## src/rtl/dxs_pkg.sv

```systemverilog
package dxs_pkg;

    localparam int TAG_W = 4;

    localparam logic [2:0] OP_ADD = 3'd0;
    localparam logic [2:0] OP_SUB = 3'd1;
    localparam logic [2:0] OP_AND = 3'd2;
    localparam logic [2:0] OP_OR  = 3'd3;
    localparam logic [2:0] OP_XOR = 3'd4;

    function automatic logic is_long_op(input logic [2:0] op);
        return (op == OP_ADD) || (op == OP_SUB);
    endfunction

endpackage

```

## src/rtl/exe_lo_half.sv

```systemverilog
// First half of the execute stage: low part of the sum plus short ops.
module exe_lo_half
    import dxs_pkg::*;
#(
    parameter int W  = 32,
    parameter int H  = W / 2,
    parameter int HW = W - H
) (
    input  logic [2:0]    op,
    input  logic [W-1:0]  a,
    input  logic [W-1:0]  b,
    output logic [H-1:0]  lo_sum,
    output logic          lo_carry,
    output logic [HW-1:0] up_a,
    output logic [HW-1:0] up_b,
    output logic [W-1:0]  short_res
);

    logic [W-1:0] b_eff;
    logic         cin;
    logic [H:0]   lo_full;

    always_comb begin
        cin      = (op == OP_SUB);
        b_eff    = cin ? ~b : b;
        lo_full  = {1'b0, a[H-1:0]} + {1'b0, b_eff[H-1:0]} + {{H{1'b0}}, cin};
        lo_sum   = lo_full[H-1:0];
        lo_carry = lo_full[H];
        up_a     = a[W-1:H];
        up_b     = b_eff[W-1:H];
        case (op)
            OP_AND:  short_res = a & b;
            OP_OR:   short_res = a | b;
            OP_XOR:  short_res = a ^ b;
            default: short_res = a;
        endcase
    end

endmodule

```

## src/rtl/exe_hi_half.sv

```systemverilog
// Second half of the execute stage: upper part of the sum.
module exe_hi_half #(
    parameter int HW = 16
) (
    input  logic [HW-1:0] up_a,
    input  logic [HW-1:0] up_b,
    input  logic          cin,
    output logic [HW-1:0] up_sum
);

    always_comb begin
        up_sum = up_a + up_b + {{(HW-1){1'b0}}, cin};
    end

endmodule

```

## src/rtl/dual_exe_stage.sv

```systemverilog
module dual_exe_stage
    import dxs_pkg::*;
#(
    parameter int W = 32
) (
    input  logic             clk,
    input  logic             rst_n,
    input  logic             mode_lp,
    input  logic             in_valid,
    input  logic [2:0]       in_op,
    input  logic [W-1:0]     in_a,
    input  logic [W-1:0]     in_b,
    output logic             out_valid,
    output logic [W-1:0]     out_result,
    output logic [TAG_W-1:0] out_tag
);

    localparam int H  = W / 2;
    localparam int HW = W - H;

    typedef struct packed {
        logic             v;
        logic [TAG_W-1:0] tag;
        logic [H-1:0]     lo;
        logic             c;
        logic [HW-1:0]    ua;
        logic [HW-1:0]    ub;
    } mid_t;

    typedef struct packed {
        logic             v;
        logic [TAG_W-1:0] tag;
        logic [W-1:0]     res;
    } res_t;

    typedef struct packed {
        mid_t             mid;
        res_t             hold;
        res_t             outr;
        logic             lp;
        logic [TAG_W-1:0] tag;
    } state_t;

    state_t s_q, s_d;

    logic [H-1:0]  lo_sum;
    logic          lo_carry;
    logic [HW-1:0] up_a, up_b, hi_a, hi_b, hi_sum;
    logic          hi_cin;
    logic [W-1:0]  short_res, direct_res, mid_res;
    logic          in_long, slot_busy;

    exe_lo_half #(.W(W), .H(H), .HW(HW)) u_lo (
        .op        (in_op),
        .a         (in_a),
        .b         (in_b),
        .lo_sum    (lo_sum),
        .lo_carry  (lo_carry),
        .up_a      (up_a),
        .up_b      (up_b),
        .short_res (short_res)
    );

    // Mid register is transparent unless it holds a split operation.
    always_comb begin
        hi_a   = s_q.mid.v ? s_q.mid.ua : up_a;
        hi_b   = s_q.mid.v ? s_q.mid.ub : up_b;
        hi_cin = s_q.mid.v ? s_q.mid.c  : lo_carry;
    end

    exe_hi_half #(.HW(HW)) u_hi (
        .up_a   (hi_a),
        .up_b   (hi_b),
        .cin    (hi_cin),
        .up_sum (hi_sum)
    );

    always_comb begin
        in_long    = is_long_op(in_op);
        direct_res = in_long ? {hi_sum, lo_sum} : short_res;
        mid_res    = {hi_sum, s_q.mid.lo};
        slot_busy  = s_q.mid.v || s_q.hold.v;

        s_d        = s_q;
        s_d.mid.v  = 1'b0;
        s_d.hold.v = 1'b0;
        s_d.outr.v = 1'b0;

        // Output slot: pending older work first.
        if (s_q.mid.v) begin
            s_d.outr = '{1'b1, s_q.mid.tag, mid_res};
        end else if (s_q.hold.v) begin
            s_d.outr = s_q.hold;
        end

        if (in_valid) begin
            s_d.tag = s_q.tag + 1'b1;
            if (s_q.lp && in_long) begin
                s_d.mid = '{1'b1, s_q.tag, lo_sum, lo_carry, up_a, up_b};
            end else if (slot_busy) begin
                s_d.hold = '{1'b1, s_q.tag, direct_res};
            end else begin
                s_d.outr = '{1'b1, s_q.tag, direct_res};
            end
        end

        // Mode follows the request only when the stage will be empty.
        if (!s_d.mid.v && !s_d.hold.v) begin
            s_d.lp = mode_lp;
        end
    end

    always_ff @(posedge clk or negedge rst_n) begin
        if (!rst_n) begin
            s_q <= '0;
        end else begin
            s_q <= s_d;
        end
    end

    assign out_valid  = s_q.outr.v;
    assign out_result = s_q.outr.res;
    assign out_tag    = s_q.outr.tag;

    logic             lp_q_w, mid_v_w, hold_v_w;
    logic [TAG_W-1:0] mid_tag_w;
    logic [H-1:0]     mid_lo_w;

    assign lp_q_w    = s_q.lp;
    assign mid_v_w   = s_q.mid.v;
    assign hold_v_w  = s_q.hold.v;
    assign mid_tag_w = s_q.mid.tag;
    assign mid_lo_w  = s_q.mid.lo;

endmodule

```

## config.mk

```make
export PLATFORM = sky130hd
export DESIGN_NAME = dual_exe_stage
export DESIGN_NICKNAME = d
export VERILOG_FILES = /design/src/rtl/dxs_pkg.sv /design/src/rtl/exe_lo_half.sv /design/src/rtl/exe_hi_half.sv /design/src/rtl/dual_exe_stage.sv
export SDC_FILE = /design/constraint.sdc
export NUM_CORES = 1
export LEC_CHECK = 0
export ABC_CLOCK_PERIOD_IN_PS = 7170
export CAP_MARGIN = 20
export CORE_MARGIN = 2
export CORE_UTILIZATION = 23
export DETAILED_ROUTE_END_ITERATION = 10
export PLACE_DENSITY_LB_ADDON = 0.08
export SYNTH_ARGS = -nofsm -noshare
export SYNTH_HDL_FRONTEND = slang
export SYNTH_SLANG_ARGS = --single-unit
export TNS_END_PERCENT = 20
```

## constraint.sdc

```tcl
create_clock -name clk -period 7.17 [get_ports clk]
set_input_delay 1.0755 -clock clk [delete_from_list [all_inputs] [get_ports clk]]
set_output_delay 1.0755 -clock clk [all_outputs]
set_load 0.05 [all_outputs]
```

* After elaboration in Yosys (flattened, before gate mapping)
Cells that the tools add are included.
** Operators by class
- Equal/unequal tests :: 4
- Muxes and demuxes :: 13
- Reduce and logical (&&, ||, !) cells :: 9
- Bitwise logic cells :: 5
- Add/subtract/negate cells :: 5
** Operator list (number)
- 37-bit 2-to-1 mux :: 4
- 128-bit 2-to-1 mux :: 1
- 32-bit one-hot mux with 3 select lines :: 1
- 74-bit 2-to-1 mux :: 1
- 32-bit 2-to-1 mux :: 2
- 54-bit 2-to-1 mux :: 1
- 32-bit bitwise AND :: 1
- 16-bit 2-to-1 mux :: 2
- 32-bit NOT :: 1
- 32-bit OR :: 1
- 32-bit bitwise XOR :: 1
- 16-bit by 16-bit adder with 17-bit output :: 1
- 17-bit by 1-bit adder with 17-bit output :: 1
- 16-bit by 1-bit adder with 16-bit output :: 1
- 16-bit adder :: 1
- 3-bit by 2-bit equality test with 1-bit output (second input constant) :: 2
- 4-bit by 1-bit adder with 4-bit output (second input constant) :: 1
- 3-bit by 1-bit equality test with 1-bit output (second input constant) :: 1
- 3-bit equality test (second input constant) :: 1
- 3-bit logical NOT :: 1
- 3-bit AND reduction :: 1
- 1-bit logical AND :: 2
- 1-bit logical NOT :: 2
- 1-bit logical OR :: 2
- 3 further kinds :: 3
** Storage, ports and cells
- Output and inout port bits :: 37
- Bits in registers :: 133
- Input port bits :: 71

* Longest topological paths before layout
Gate-level depths: netlist (run 1).
- Depth in word-level cells :: 12
- Depth in mapped cells :: 23
- Depth with buffers taken out :: 20

* By module
Synthesis (run 1) repeated with hierarchy kept, for this count alone.
** Unflattened totals
- Cells, all modules :: 1046
- Area, all modules :: 10480.1 µm²
** By module, submodules not included
- dual_exe_stage :: instances 1, area an instance 6780.3 µm², sequential area each 3328.2 µm², cells each 523
- exe_lo_half :: instances 1, area an instance 2949.1 µm², sequential area each 0.0 µm², cells each 428
- exe_hi_half :: instances 1, area an instance 750.7 µm², sequential area each 0.0 µm², cells each 95

* Worst setup path after synthesis (run 1)
No wires, ideal clock.
- Kind :: input port to flip-flop
- Start point :: input port in_op[1]
- End point :: register s_q[68] (netlist name)
- Stages :: 22
- Data required time :: 7.045 ns
- Path buffers :: 4
- Arrival time :: 5.697 ns
- Path slack :: 1.349 ns
- Cell sequence :: nor3b_2 -> buf_6 -> buf_2 -> buf_2 -> xnor2_1 -> ha_1 -> buf_2 -> nand2_1 -> or3_1 -> o21ai_1 -> a21o_1 -> a211oi_1 -> o31a_1 -> fa_1 -> fa_1 -> nor2b_1 -> o21bai_1 -> a31oi_1 -> a21oi_1 -> xor2_1 -> a21oi_1 -> mux2_2
** On the way
- Longest elaborated chain between the ends :: 7
- Elaborated cells between the ends (all ways) :: 18
** RTL lines
- start, declared :: RTL line dual_exe_stage.sv:10 : input logic [2:0] in_op,
- 3-bit by 1-bit equality test with 1-bit output :: RTL line dxs_pkg.sv:12, exe_lo_half.sv:24
- 32-bit 2-to-1 mux :: RTL line exe_lo_half.sv:25 : b_eff = cin ? ~b : b;
- 16-bit by 16-bit adder with 17-bit output :: RTL line exe_lo_half.sv:26 : lo_full = {1'b0, a[H-1:0]} + {1'b0, b_eff[H-1:0]} + {{H{1'b0}}, cin};
- 17-bit by 1-bit adder with 17-bit output :: RTL line exe_lo_half.sv:26
- 1-bit 2-to-1 mux :: RTL line dual_exe_stage.sv:68 : hi_cin = s_q.mid.v ? s_q.mid.c : lo_carry;
- 16-bit by 1-bit adder with 16-bit output :: RTL line exe_hi_half.sv:12 : up_sum = up_a + up_b + {{(HW-1){1'b0}}, cin};
- 32-bit 2-to-1 mux :: RTL line dual_exe_stage.sv:80 : direct_res = in_long ? {hi_sum, lo_sum} : short_res;
- end signal, assigned :: RTL line dual_exe_stage.sv:115 : s_q <= '0;
- end signal, assigned :: RTL line dual_exe_stage.sv:117 : s_q <= s_d;
- end, declared :: RTL line dual_exe_stage.sv:44 : state_t s_q, s_d;
Several ways; a longest one is shown, not always the timed one.
A chain may end at the register's enable or synchronous reset.

* Worst setup path in the final report (run 1)
Same ends and word-level chain as after synthesis.

==> impl_results.md, run 1 <==
* Routability cong. at 0.819
* Syn Nets at approximately 1,500
* Endpoint type of the worst setup path: flip-flop
* Setup TNS at 0 ns
* Htree depth at 4
* Skew-Pair Late Insertion Delay at between 0.4 and 0.5 ns
* Setup repair after global routing missed its margin: false
* Top_reg_cell synth: dfrtp_1
* CTS Hold Bufs at 0
* Clock Root Buffer: clkbuf_16
* Clock Sinks at around 130
* Syn. warnings at 0
* Clk buf depth at 2
* Clock transition at path regs at 0.06 ns
* Synthesis-to-layout area growth at 19.0%
* Slew margin rel. at 38.4%
* Synth Instances at 1,307
* Final #Nets at 1,502
* Vias per inst at 4.68
* Post-CTS Setup Inserts at 0
* Die H at 219 um
* Final period util at 86.3%
* Antenna diode count at 0
* Initial Util at 23.3%
* Most frequent cells in the layout: nand2_1, dfrtp_1, o21ai_0
* Area of the multi-input gates at 0.00640 mm2
* Power Dens Cells at 257 mW/mm2
* Detailed Route WL at approximately 38,000 um
* Mapped cell area at 0.0106 mm2
* DP Worst Slack at 0.567 ns
* Yosys cell types at 68
* Fmax at 0.162 GHz
* Total gr overflow at 0
* DRC at 0
* Clock skew at 0.0122 ns
* Number of flops mapped to enable cells by yosys at 0
* Final-layout fill cell count at 4,909
* FF+latch area at 0.00333 mm2
* Placeable Area at 0.0454 mm2
* Vias at 9,108
* Rows at just under 80
* Most common cell after layout, fill and taps aside: nand2_1
* Slew Viols, Final at 0
* Final ANT Viol Nets at 0
* Hold WC Path Type: flip-flop to flip-flop
* Die W at 219 um
* Total GRT Usage at 16.1%
* Post-synth top area share at 31.4%
* First-pass GRT wire length at 57,600 um
* DIE AREA at 0.0478 mm2
* Status: finished clean
* Register bit total from synthesis at 133
* Drt wl/cell at just under 20 um
* Critical Path Fanout Max at 15
* TritonCTS clock tree: yes
* Largest net degree at the start of global routing at 80
* Number of I/O pins at 108
* Leading area contributor after synthesis: dfrtp_1
* Peak VDD IR at 0.166 mV
* WP data arrival at roughly 6.5 ns
* Worst r2r path cells at 11
* Critical path class: input pin to flip-flop
* Leak pwr at between 5 and 6 nW
* Avg Cell Area, Syn at 8.10 um2
* Initial antenna violation count at 0
* Resize count post-CTS at 0
* Hold Fails Final Rpt at 0
* Final setup fails at 0
* Vias in the first global route at slightly below 9,000
* Minimum clock period at between 6 and 7 ns
* Fraction of layout cells with a size suffix above 1 at 6.83%
* Sequential fraction of the synthesis area at 31.4%
* Critical path required time at 7.49 ns
* Drt first pass iters at 5
* Worst hold stages at 2
* Setup ws final at 0.984 ns
* Synth top area cells: dfrtp_1, ha_1, nand2_1
* Number of buffers created by CTS at 17
* Buffers on Ports at 107
* DRT iter0 DRCs at 602
* Crit path launch type: input pin
* Asr flop ratio synth at 100%
* Max cap viols at 0
* Hpwl dp at 26,900 um
* Worst slew pin tran at 0.923 ns
-- metrics by stage --
step | utilization (%) | instances | area, um2 | power, mW | hold slack [ns]
after floorplan | - | 1307 | 10600 | 1.95 | 0.440
after global placement | 26.4 | 1914 | 12000 | 2.30 | 0.453
after detailed placement | 26.4 | 1914 | 12000 | 2.30 | 0.459
after CTS | 27.7 | 1946 | 12600 | 3.28 | 0.474
after global routing | 27.8 | 1947 | 12600 | 3.46 | 0.489
final | 27.8 | 1947 | 12600 | 3.24 | 0.466
-- cells by family (layout without fill, tap and decap cells) --
group	Yosys count	in the layout	share of synthesized area, %
AOI/OAI and AO/OA	376	376	21.8
adders and majority gates	97	97	11.7
xor gates and xnor gates	60	60	5.09
buffers and inverters	193	233	8.45
and+or+nand+nor	386	386	15.4
DFF	133	133	31.4
muxes	62	62	6.17
-- report_power, final --
| group | internal, mW | switching [mW] |
|---|---|---|
| registers | 0.971 | 0.141 |
| clock network | 0.600 | 0.351 |
| logic | 0.447 | 0.727 |
| total | 2.02 | 1.22 |
-- sequential cells by signal (all words and copies together) (netlist names) --
| register | flops |
|---|---|
| mid_lo_w | 16 |
| s_q | 73 |
| out_result | 32 |
| lp_q_w | 1 |
| mid_tag_w | 4 |
| out_valid | 1 |
| out_tag | 4 |
| mid_v_w | 1 |
| hold_v_w | 1 |
-- critical path, stage by stage --
cell,delay [ns]
clkdlybuf4s50_1,0.46
nor3b_4,0.19
buf_4,0.30
xnor2_1,0.18
inv_1,0.08
fa_1,0.40
nor2b_1,0.16
o31a_1,0.21
nor4_2,0.07
o21ai_1,0.30
a21o_1,0.21
a211oi_1,0.10
o31a_1,0.31
fa_1,0.46
fa_1,0.47
nor2b_1,0.17
o21bai_1,0.12
a31oi_1,0.40
a21oi_1,0.17
xor2_1,0.22
a21oi_1,0.12
mux2_2,0.29
-- final cells by class --
class	instances	area share, %
multi-input cells	981	50.7
clock inverters	8	1.17
inverters	75	2.23
well taps	600	5.95
clock buffers	24	3.74
repair buffers	126	9.72
flip-flops and latches	133	26.4
-- metal layers --
metal / vias to the layer above / global-route usage (%) / wire length, um
met2: 210 / 22.6 / 15300
met4: 0 / 4.04 / 450
met5: - / 0 / 0
met1: 4338 / 25.4 / 20200
li1: 4537 / - / -
met3: 23 / 2.32 / 1550
-- Yosys cell counts, drive strengths merged, types with 8 or more instances --
master,count
a211oi,25
a21boi,10
a21o,11
a21oi,79
a221oi,13
a22o,10
a22oi,9
a31oi,9
buf,74
clkbuf,44
dfrtp,133
ha,94
inv,75
mux2,26
mux2i,36
nand2,254
nand2b,11
nand3,8
nor2,65
nor2b,9
o21a,8
o21ai,145
o22ai,20
xnor2,49
xor2,10
-- final timing paths --
| kind | startpoint | endpoint | slack (ns) |
|---|---|---|---|
| setup / recovery | in_op[1] | s_q[68] | 0.98 |
| hold / removal | s_q[81] | s_q[81] | 0.47 |
| setup reg to reg | mid_v_w | s_q[67] | 3.31 |
| hold reg to reg | s_q[81] | s_q[81] | 0.47 |
| max in group asynchronous | rst_n | mid_v_w | 5.43 |
| min in group asynchronous | rst_n | s_q[42] | 0.63 |
Note: power is estimated with default switching activity, not from simulation.
==> run 2: changes to the inputs <==
--- a/config.mk
+++ b/config.mk
@@ -6,11 +6,11 @@
 export NUM_CORES = 1
 export LEC_CHECK = 0
 export ABC_CLOCK_PERIOD_IN_PS = 7170
-export CAP_MARGIN = 20
 export CORE_MARGIN = 2
 export CORE_UTILIZATION = 23
 export DETAILED_ROUTE_END_ITERATION = 10
-export PLACE_DENSITY_LB_ADDON = 0.08
+export PLACE_DENSITY = 0.47
+export SKIP_LAST_GASP = 1
 export SYNTH_ARGS = -nofsm -noshare
 export SYNTH_HDL_FRONTEND = slang
 export SYNTH_SLANG_ARGS = --single-unit
==> impl_results.md, run 2 (synthesized netlist as in run 1, its figures left out) <==
* Status: finished clean
* Routability cong. at 0.863
* Top Layer Used: met4
* Max cap viols at 0
* Crit path launch type: input pin
* Final period util at 89.8%
* Drt wl/cell at 17.8 um
* Most common cell after layout, fill and taps aside: nand2_1
* Fraction of layout cells with a size suffix above 1 at slightly below 7%
* Final setup fails at 0
* Crit path buffers/inverters at 2
* Vias in the first global route at 8,878
* DIE AREA at 0.0478 mm2
* Die W at around 220 um
* Comb pwr share at 36.4%
* Hold Fails Final Rpt at 0
* Fmax at 0.155 GHz
* Antenna diode count at 0
* CTS Hold Bufs at 0
* Skew-Pair Late Insertion Delay at 0.43 ns
* Max reg flops at 73
* Post-CTS Setup Inserts at 0
* WP data arrival at 6.75 ns
* Slew Viols, Final at 0
* Slew margin rel. at 32.4%
* Clock transition at path regs at 0.06 ns
* Critical path class: input pin to flip-flop
* Final-layout fill cell count at 4,857
* Resize count post-CTS at 0
* Routed met1 length at 19,000 um
* TritonCTS clock tree: yes
* Buffers on Ports at 107
* Power Dens Cells at between 200 and 300 mW/mm2
* DRT iter0 DRCs at 555
* Clock Power Share at 28.5%
* Final Hold Slack at 0.469 ns
* Critical Path Fanout Max at 10
* Vias per inst at 4.67
* Synthesis-to-layout area growth at 18.5%
* Initial Util at approximately a quarter
* Slowest stage delay, CP at 0.63 ns
* Htree depth at 4
* Critical path cell sequence: clkdlybuf4s50_1 -> nor3b_4 -> buf_4 -> xnor2_1 -> ha_1 -> nor2b_1 -> o31a_1 -> nor4_2 -> o21ai_1 -> a21o_1 -> a211oi_1 -> o31a_1 -> fa_1 -> fa_1 -> nor2b_1 -> o21bai_1 -> a31oi_1 -> a21oi_1 -> xor2_1 -> a21oi_1 -> mux2_2
* Number of buffers created by CTS at 17
* Final ANT Viol Nets at 0
* Clk buf depth at 2
* Biggest register: s_q
* Clock Root Buffer: clkbuf_16
* Critical path required time at 7.48 ns
* Number of I/O pins at 108
* Placeable Area at 0.0454 mm2
* Part of the power in registers at 35.0%
* Endpoint type of the worst setup path: flip-flop
* Total gr overflow at 0
* Vias at 9,082
* Detailed Route WL at 34,700 um
* First-pass GRT wire length at 54,700 um
* Most frequent cells in the layout: nand2_1, dfrtp_1, o21ai_0
* Total GRT Usage at 15.0%
* Family with the most delay on the worst path: compound AO/OA/AOI/OAI gates
* Worst slew pin tran at about 1.0 ns
* Drt first pass iters at 4
* Setup TNS at 0 ns
* Peak VDD IR at 0.173 mV
* Internal Power at 1.98 mW
* Hold WC Path Type: flip-flop to flip-flop
* Largest net degree at the start of global routing at 79
* Met3 WL at 1360 um
* Minimum clock period at 6.44 ns
* CP max-delay cell: nor3b_4
* Psw at 1.21 mW
* Rows at 78
* Leak pwr at between 5 and 6 nW
* Initial antenna violation count at 0
* Setup repair after global routing missed its margin: false
* Clock Sinks at 133
* DRC at 0
* Clock skew at 0.0104 ns
* Hpwl dp at 25,300 um
* Switching power share of the total at a little under two fifths
* Metal2 WL at 14,000 um
* Die H at about 220 um
* Final #Nets at 1,498
-- run 2: cell count changes in the layout (fill, tap and decap cells not counted) --
cell,previous run,this run
clkinv_2,1,3
buf_4,18,15
buf_16,1,0
clkbuf_1,5,1
clkinv_4,0,3
bufinv_16,4,3
-- run 2: area by class of cell --
| cell class | count | area (um2) | share of cell area, % |
|---|---|---|---|
| Multi-Input combinational cell | 981 | 6400 | 51.0 |
| Sequential cell | 133 | 3330 | 26.6 |
| Timing Repair Buffer | 122 | 1170 | 9.36 |
| Tap cell | 600 | 751 | 5.98 |
| Clock buffer | 20 | 457 | 3.64 |
| Inverter | 75 | 282 | 2.24 |
| Clock inverter | 12 | 154 | 1.23 |
-- run 2: worst reg2reg max path: stages (launching register included) --
cell	delay (ns)
dfrtp_4	0.69
inv_1	0.86
mux2i_1	0.28
fa_1	0.52
fa_1	0.48
nor2b_1	0.18
o21bai_1	0.14
a31oi_1	0.44
a21oi_1	0.16
xor2_1	0.22
a21oi_1	0.12
mux2_2	0.29
-- run 2: stage by stage --
step / power, mW / instances / utilization (%) / instance area (um2) / setup WS, ns
global route: 3.40 / 1943 / 27.7 / 12500 / 0.406
finish: 3.19 / 1943 / 27.7 / 12500 / 0.728
floorplan: 1.95 / 1307 / - / 10600 / 1.35
detailed placement: 2.29 / 1911 / 26.3 / 11900 / 0.327
global placement: 2.28 / 1911 / 26.3 / 11900 / 0.436
CTS: 3.22 / 1943 / 27.7 / 12500 / 0.766
-- run 2: power groups by stage --
stage / Clock (mW) / Sequential, mW / Combinational, mW
after floorplan: 0 / 1.08 / 0.874
after global placement: 0 / 1.13 / 1.15
after global routing: 0.960 / 1.15 / 1.29
after CTS: 0.934 / 1.12 / 1.17
final: 0.911 / 1.12 / 1.16
after detailed placement: 0 / 1.13 / 1.16
-- run 2: worst paths after layout --
kind	slack, ns	endpoint	start	cells after the start
worst max-delay path	0.73	s_q[68]	in_op[1]	21
max in group asynchronous	5.10	mid_v_w	rst_n	2
worst min-delay path	0.47	s_q[59]	s_q[59]	2
min in group asynchronous	0.64	out_result[12]	rst_n	1
worst max register to register	2.69	s_q[68]	mid_v_w	11
worst min register to register	0.47	s_q[59]	s_q[59]	2
-- run 2: per-layer routing --
metal	up-vias	track usage (%)
li1	4527	-
met4	0	3.08
met3	15	2.35
met2	201	21.0
met1	4339	23.6
met5	-	0
